===== src/rtl/mirr_pkg.sv =====
package mirr_pkg;

  // Bottom-hold LSBs added per step tick for a given select code.
  function automatic int unsigned step_count(input logic [1:0] sel);
    return 32'd1 << sel;
  endfunction

  // Consecutive true-compare edges required before the flag rises.
  function automatic int unsigned qual_edges(input int unsigned base, input logic [1:0] sel);
    return base << sel;
  endfunction

endpackage


===== src/rtl/mirr_step_timer.sv =====
module mirr_step_timer #(
  parameter int STEP_CYC = 4
) (
  input  logic clk,
  input  logic rst,
  output logic tick
);
  localparam int CW = (STEP_CYC > 1) ? $clog2(STEP_CYC) : 1;
  localparam logic [CW-1:0] LAST = CW'(STEP_CYC - 1);

  logic [CW-1:0] cnt;

  always_ff @(posedge clk) begin
    if (rst) begin
      cnt  <= '0;
      tick <= 1'b0;
    end else begin
      tick <= (cnt == LAST);
      cnt  <= (cnt == LAST) ? '0 : cnt + 1'b1;
    end
  end
endmodule


===== src/rtl/mirr_hold_track.sv =====
module mirr_hold_track #(
  parameter int W  = 8,
  parameter int SW = 4
) (
  input  logic          clk,
  input  logic          rst,
  input  logic [W-1:0]  samp,
  input  logic          tick,
  input  logic [SW-1:0] step_amt,
  output logic [W-1:0]  peak,
  output logic [W-1:0]  bot
);
  // One guard bit so the climbing bottom hold cannot wrap before the clamp.
  logic [W:0] creep;
  assign creep = {1'b0, bot} + {{(W + 1 - SW){1'b0}}, step_amt};

  always_ff @(posedge clk) begin
    if (rst) begin
      peak <= '0;
      bot  <= '1;
    end else begin
      if (samp > peak)
        peak <= samp;
      else if (tick && (peak > samp))
        peak <= peak - 1'b1;

      if (samp < bot)
        bot <= samp;
      else if (tick)
        bot <= (creep > {1'b0, samp}) ? samp : creep[W-1:0];
    end
  end
endmodule


===== src/rtl/mirr_qualifier.sv =====
module mirr_qualifier
  import mirr_pkg::*;
#(
  parameter int W         = 8,
  parameter int MASK_BASE = 32
) (
  input  logic         clk,
  input  logic         rst,
  input  logic [W-1:0] peak,
  input  logic [W-1:0] bot,
  input  logic [W-1:0] level,
  input  logic [1:0]   mask_sel,
  output logic         cmp_true,
  output logic         qual_hit
);
  localparam int MAXN = MASK_BASE * 8;
  localparam int CW   = (MAXN > 1) ? $clog2(MAXN) : 1;

  logic [CW-1:0] cnt;
  logic [CW-1:0] lim_m1;
  logic [W-1:0]  amp;

  assign lim_m1   = CW'(qual_edges(MASK_BASE, mask_sel) - 1);
  assign amp      = peak - bot;
  assign cmp_true = (peak > bot) && (amp >= level);
  assign qual_hit = cmp_true && (cnt >= lim_m1);

  always_ff @(posedge clk) begin
    if (rst || !cmp_true)
      cnt <= '0;
    else if (cnt < lim_m1)
      cnt <= cnt + 1'b1;
  end
endmodule


===== src/rtl/mirr_gen.sv =====
module mirr_gen
  import mirr_pkg::*;
#(
  parameter int W         = 8,
  parameter int STEP_CYC  = 4,
  parameter int MASK_BASE = 32
) (
  input  logic         clk,
  input  logic         rst,
  input  logic         smp_valid,
  input  logic [W-1:0] smp_data,
  input  logic [W-1:0] cmp_level,
  input  logic [1:0]   mask_sel,
  input  logic [1:0]   step_sel,
  input  logic         hold_mode,
  input  logic         replace_en,
  input  logic         zc_flag,
  output logic         mirr_out
);
  localparam int SW = 4;

  logic [W-1:0]  samp_q;
  logic [W-1:0]  peak_q;
  logic [W-1:0]  bot_q;
  logic [SW-1:0] step_amt;
  logic          step_tick;
  logic          cmp_true;
  logic          qual_hit;

  always_ff @(posedge clk) begin
    if (rst)
      samp_q <= '0;
    else if (smp_valid)
      samp_q <= smp_data;
  end

  assign step_amt = hold_mode ? SW'(1) : SW'(step_count(step_sel));

  mirr_step_timer #(.STEP_CYC(STEP_CYC)) timer_i (
    .clk  (clk),
    .rst  (rst),
    .tick (step_tick)
  );

  mirr_hold_track #(.W(W), .SW(SW)) track_i (
    .clk      (clk),
    .rst      (rst),
    .samp     (samp_q),
    .tick     (step_tick),
    .step_amt (step_amt),
    .peak     (peak_q),
    .bot      (bot_q)
  );

  mirr_qualifier #(.W(W), .MASK_BASE(MASK_BASE)) qual_i (
    .clk      (clk),
    .rst      (rst),
    .peak     (peak_q),
    .bot      (bot_q),
    .level    (cmp_level),
    .mask_sel (mask_sel),
    .cmp_true (cmp_true),
    .qual_hit (qual_hit)
  );

  always_ff @(posedge clk) begin
    if (rst)
      mirr_out <= 1'b0;
    else
      mirr_out <= replace_en ? zc_flag : qual_hit;
  end
endmodule


===== config.mk =====
export PLATFORM = sky130hd
export DESIGN_NAME = mirr_gen
export DESIGN_NICKNAME = d
export VERILOG_FILES = /design/src/rtl/mirr_pkg.sv /design/src/rtl/mirr_step_timer.sv /design/src/rtl/mirr_hold_track.sv /design/src/rtl/mirr_qualifier.sv /design/src/rtl/mirr_gen.sv
export SDC_FILE = /design/constraint.sdc
export NUM_CORES = 1
export LEC_CHECK = 0
export ABC_AREA = 1
export BUFFER_PORTS_ARGS = -buffer_cell sky130_fd_sc_hd__buf_4
export CORE_ASPECT_RATIO = 0.8
export CORE_MARGIN = 4
export CORE_UTILIZATION = 40
export DETAILED_ROUTE_END_ITERATION = 8
export GPL_ROUTABILITY_DRIVEN = 0
export PLACE_DENSITY_LB_ADDON = 0.15
export SETUP_SLACK_MARGIN = 0.5
export SYNTH_ARGS = -nofsm -noshare
export SYNTH_HDL_FRONTEND = slang
export SYNTH_HIERARCHICAL = 1
export SYNTH_SLANG_ARGS = --single-unit

===== constraint.sdc =====
create_clock -name clk -period 2.9 [get_ports clk]
set_input_delay 0.435 -clock clk [delete_from_list [all_inputs] [get_ports clk]]
set_output_delay 0.435 -clock clk [all_outputs]
set_load 0.01 [all_outputs]

# Yosys cells after proc, flatten, opt, wreduce, memory -nomap -nowiden
# Index checks and enable logic that the tools add are counted.
[word_totals] inputBits=26 ramBits=0 out_inout_bits=1 elab_cells=39 memories=0 mem_bits_ro=0 latchBits=0 reg_bits=36
[op_classes] magnitude_cmp=8 n_addsub=6 n_mul=0 mux=7 div_mod_pow=0 n_bitwise=0 reduce_logical=8 shift=2 n_eq_ne=1
[ops] op="two-way mux 8 bit" count=5
[ops] op="greater-than comparator 8 bit" count=3
[ops] op=">= comparator 8 bit" count=2
[ops] op="< comparator 8 bit" count=2
[ops] op="subtractor 8 x 1 -> 8 bit (second input constant)" count=2
[ops] op="adder 8 x 4 -> 9 bit" count=1
[ops] op="greater-than comparator 9 x 8 -> 1 bit" count=1
[ops] op="adder 8 x 1 -> 8 bit (second input constant)" count=1
[ops] op="left shift 6 x 2 -> 8 bit (first input constant)" count=1
[ops] op="subtractor 8 bit" count=1
[ops] op="two-way mux 4 bit" count=1
[ops] op="nonzero test 2 bit" count=2
[ops] op="left shift 1 x 2 -> 4 bit (first input constant)" count=1
[ops] op="logical AND 1 bit" count=3
[ops] op="adder 2 x 1 -> 2 bit (second input constant)" count=1
[ops] op="equality test 2 bit (second input constant)" count=1
[ops] op="OR reduction 2 bit" count=1
[ops] op="zero test 1 bit" count=1
[ops] op="logical OR 1 bit" count=1
[ops] op="two-way mux 1 bit" count=1

# Depth between registers and ports, before layout
[logic_depth] depth_word=7 mapped_depth=22 mapped_depth_nobuf=22

# Modules after synthesis
# Netlist, hierarchy kept.
[modules_own_cells] module="mirr_hold_track" cells_per_inst=304 area_each_um2=1855.5 instances=1 seq_area_each_um2=320.3
[modules_own_cells] module="mirr_qualifier" cells_per_inst=190 area_each_um2=1218.7 instances=1 seq_area_each_um2=160.2
[modules_own_cells] module="mirr_gen" cells_per_inst=63 area_each_um2=410.4 instances=1 seq_area_each_um2=180.2
[modules_own_cells] module="mirr_step_timer" cells_per_inst=11 area_each_um2=98.8 instances=1 seq_area_each_um2=60.1

# Least setup slack after synthesis
# Ideal clock, no wire load.
[synth_timing] kind="input -> register" startpoint="input hold_mode" endpoint="register track_i.bot[6]" setup_time_ns=0.113 arrival_time_ns=2.663 t_required_ns=2.787 path_stages=19 path_slack_ns=0.124 n_path_buf=0 cell_sequence="o21bai_1 ha_1 fa_1 nand2_1 nand2_1 nand2_2 nor2_1 xor2_1 inv_1 ha_1 nand2_1 nor2_1 nand2_1 nor2_1 nand3_2 nand2_4 nand3_1 nand3_1 nand2_1"
[synth_between] elab_chain_cells=6
[synth_rtl] element="start, declared" line="mirr_gen.sv:15" source="input logic hold_mode,"
[synth_rtl] element="two-way mux 4 bit (*)" line="mirr_gen.sv:37" source="assign step_amt = hold_mode ? SW'(1) : SW'(step_count(step_sel));"
[synth_rtl] element="adder 8 x 4 -> 9 bit (*)" line="mirr_hold_track.sv:15" source="assign creep = {1'b0, bot} + {{(W + 1 - SW){1'b0}}, step_amt};"
[synth_rtl] element="greater-than comparator 9 x 8 -> 1 bit" line="mirr_hold_track.sv:30" source="bot <= (creep > {1'b0, samp}) ? samp : creep[W-1:0];"
[synth_rtl] element="two-way mux 8 bit (*)" line="mirr_hold_track.sv:30"
[synth_rtl] element="two-way mux 8 bit (*)" line="mirr_hold_track.sv:29" source="else if (tick)"
[synth_rtl] element="two-way mux 8 bit (*)" line="mirr_hold_track.sv:27" source="if (samp < bot)"
[synth_rtl] element="end signal, assigned" line="mirr_hold_track.sv:28" source="bot <= samp;"
[synth_rtl] element="end signal, assigned" line="mirr_hold_track.sv:30"
[synth_rtl] element="end, declared" line="mirr_hold_track.sv:11" source="output logic [W-1:0] bot"
# Mark *: on every way between the ends. The rest lies on a longest branch, timed or not. The select of a mux whose other input is x is not followed.
# A chain may end at the register's enable or synchronous reset.

# Worst setup path in the final report
[layout_timing] startpoint="input hold_mode" endpoint="register track_i.bot[0]"
[layout_between] elab_chain_cells=6
[layout_rtl] element="two-way mux 4 bit (*)" line="mirr_gen.sv:37"
[layout_rtl] element="named net step_amt[0]" line="mirr_gen.sv:25" source="logic [SW-1:0] step_amt;"
[layout_rtl] element="adder 8 x 4 -> 9 bit (*)" line="mirr_hold_track.sv:15"
[layout_rtl] element="greater-than comparator 9 x 8 -> 1 bit" line="mirr_hold_track.sv:30"
[layout_rtl] element="two-way mux 8 bit (*)" line="mirr_hold_track.sv:30"
[layout_rtl] element="two-way mux 8 bit (*)" line="mirr_hold_track.sv:29"
[layout_rtl] element="two-way mux 8 bit (*)" line="mirr_hold_track.sv:27"
# Mark *: on every way through the listed nets, which the timed path passes. The rest lies on a longest branch. The select of a mux whose other input is x is not followed.

==> results.md <==
Min path
• Min-Delay Startpoint: rst
• hold-critical path depth: 2
• WHS Endpoint: track_i/peak[0]$_SDFFE_PP0P_
• hold crit path type: primary input to register

Setup path
• worst reg2reg path depth: 19
• largest fanout of any net on the critical path: 8
• kind of critical path: primary input to register
• reg-to-reg slack, setup: 0.21 ns
• RR Endpoint: track_i/bot[0]$_SDFFE_PP1P_
• required time of the critical path: 3.13 ns
• Setup crit start kind: primary input
• data arrival time of the critical path: 2.95 ns
• Worst setup EP type: register
• Crit Reg-Reg Startpoint: track_i/bot[0]$_SDFFE_PP1P_

STA
• Finish-stage setup viols: 0
• unrepaired setup endpoints after global routing: yes
• crit path time final: 2.721 ns
• slew at the pin with the worst max-slew slack: 0.4610 ns
• Clock Skew: 0.004481 ns
• ratio of final minimum period to clock period: 93.81%
• post-route setup slack: 0.1794 ns
• Hold Vio Cnt, Final: 0
• normalized max-slew margin: 69.23%
• maximum operating frequency: 0.3676 GHz
• max-slew violation count: 0

Synthesis
• Mapped Nets: 644
• gate count of the mapped netlist: 567
• average size of a mapped cell: 6.313 sq um
• Synthesis Warnings: 6
• Post-Syn Area: 0.003580 sq mm

Placed design
• Cells after DPL: 709
• Place WS: -0.1612 ns
• sum of net half-perimeters after detailed placement: 6.797 mm
• count of port buffers added during placement: 26

Global routing
• first-pass GRT wire length: 14.62 mm
• largest net degree at the start of global routing: 18
• via count of the first global-routing pass: 3,176
• number of antenna violations at the first check in global routing: 0
• Tot GR Track Use: 16.88%
• remaining global-route overflow: 0

Route
• number of antenna-violating nets in the routed design: 0
• highest metal layer with signal wires: met4
• wire length on met3: 498 um
• starting DRC count in detailed routing: 154
• Total Routed Length: 8.604 mm
• per-cell via count in the routed design: 4.681
• sum of routed wire segments on met1: 4.497 mm
• average detailed-routed wire length per instance: 11.83 um
• met2 wire len: 3.535 mm
• total number of vias: 3,403
• Pre-antenna DRT Iters: 4
• number of design rule violations left after detail routing: 0

Floorplan
• starting utilization of the core area: 41.64%
• placeable core region: 0.008596 sq mm
• Core Rows: 30
• top-level I/O count: 27
• Die W: 113.8 um
• Die Height: 92.62 um
• full die area: 0.01054 sq mm

Final layout
• antenna diode count: 0
• area used by multi-input combinational logic: 0.002490 sq mm
• Final #Nets: 691
• post-layout instance count excluding filler cells: 727
• fill count: 855
• area growth from synthesis to final layout: 20.34%
• register cell area after layout: 730.7 sq um
• share of final-layout standard cells stronger than drive strength 1: 21.79%

CTS
• Clock Root Buffer: sky130_fd_sc_hd__clkbuf_8
• maximum number of buffers from clock root to sink: 2
• clock insertion delay at the later pin of the skew report: 0.29 ns
• number of buffers created by CTS: 5
• H-tree levels: 2
• Sink Count: 36
• Reg clk slew, reported paths: 0.08 ns
• TritonCTS clock tree: yes
• hold-fix buffers at CTS: 0

Outcome
• run status: completed

Power and ir drop
• reported leakage power: 0.002383 uW
• worst ir drop on vdd: 0.2632 mV
• pwr/cell area: 486.9 mW/mm^2

Run
• Max-cap violations: 0

[sequential cells by signal, summed over array words and instances (netlist names)]
signal / cells
mirr_out: 1
samp_q: 8
timer_i/cnt: 2
track_i/peak: 8
qual_i/cnt: 8
timer_i/tick: 1
track_i/bot: 8
[placed cells by master, fill, tap and decap left out, drive strengths merged]
master    count
nand2       165
inv         124
nor2         62
nand3        54
ha           49
buf          46
dfxtp        36
a21oi        15
o21ai        13
xor2         10
nand4         9
nor3          5
clkbuf        5
clkinv        5
xnor2         4
o21bai        3
nand3b        2
o21a          2
fa            2
clkinvlp      1
bufinv        1
a21o          1
a31oi         1
[worst max path at each step]
stage / start / endpoint / slack [ns] / cells past startpoint
final: hold_mode / track_i/bot[0]$_SDFFE_PP1P_ / 0.18 / 21
after global placement: hold_mode / track_i/bot[3]$_SDFFE_PP1P_ / -0.12 / 20
after global routing: step_sel[0] / track_i/bot[0]$_SDFFE_PP1P_ / 0.004 / 22
after floorplan: hold_mode / track_i/bot[4]$_SDFFE_PP1P_ / 0.17 / 19
after CTS: hold_mode / track_i/bot[6]$_SDFFE_PP1P_ / 0.14 / 21
after detailed placement: hold_mode / track_i/bot[2]$_SDFFE_PP1P_ / -0.16 / 20
[report_power, final]
group	internal (uW)	switching [uW]	total, uW
sequential	541	61.1	602
combinational	436	609	1050
clock	255	196	450
total	1230	866	2100
[cell type report]
type,instances,share of cell area [%]
clock inverter,3,0.9875
sequential,36,16.96
tap,112,3.253
multi-input combinational,397,57.80
inverter,128,11.21
timing repair buffer,46,8.191
clock buffer,5,1.597
[critical path: stages]
cell                       delay (ns)
sky130_fd_sc_hd__buf_6           0.10
sky130_fd_sc_hd__o21bai_1        0.15
sky130_fd_sc_hd__ha_2            0.20
sky130_fd_sc_hd__fa_2            0.34
sky130_fd_sc_hd__nand2_2         0.08
sky130_fd_sc_hd__nand2_2         0.06
sky130_fd_sc_hd__nand2_4         0.10
sky130_fd_sc_hd__nor2_4          0.04
sky130_fd_sc_hd__xor2_2          0.20
sky130_fd_sc_hd__inv_2           0.07
sky130_fd_sc_hd__ha_4            0.27
sky130_fd_sc_hd__nand2_2         0.04
sky130_fd_sc_hd__nor2_2          0.12
sky130_fd_sc_hd__nand2_1         0.06
sky130_fd_sc_hd__nor2_1          0.12
sky130_fd_sc_hd__nand3_2         0.12
sky130_fd_sc_hd__nand2_4         0.14
sky130_fd_sc_hd__nand2_8         0.09
sky130_fd_sc_hd__nand2_2         0.08
sky130_fd_sc_hd__nand3_2         0.05
sky130_fd_sc_hd__nand2_1         0.07
[through the flow]
stage	instance area (sq um)	TNS, ns	total power (uW)	hold WS, ns	utilization, %
after floorplan	3585	0	1288	0.3973	-
after global placement	3945	-0.9008	1509	0.4048	45.90
after detailed placement	3945	-1.248	1525	0.4137	45.90
after CTS	4185	0	2046	0.3462	48.69
after global routing	4308	0	2297	0.3421	50.12
final	4308	0	2098	0.3451	50.12
[routing by layer]
metal  vias to the layer above  track usage (%)
li1                       1841                -
met2                        74            26.08
met4                         0            3.103
met3                         9            2.351
met5                         -                0
met1                      1479            25.02
[repair_timing]
action	4_1_cts	5_1_grt
endpoints found under the setup margin	17	17
gates cloned	1	0
resized for setup	25	21
pin swaps	23	22
setup buffers	5	4
Note: power is estimated with default switching activity, not from simulation.
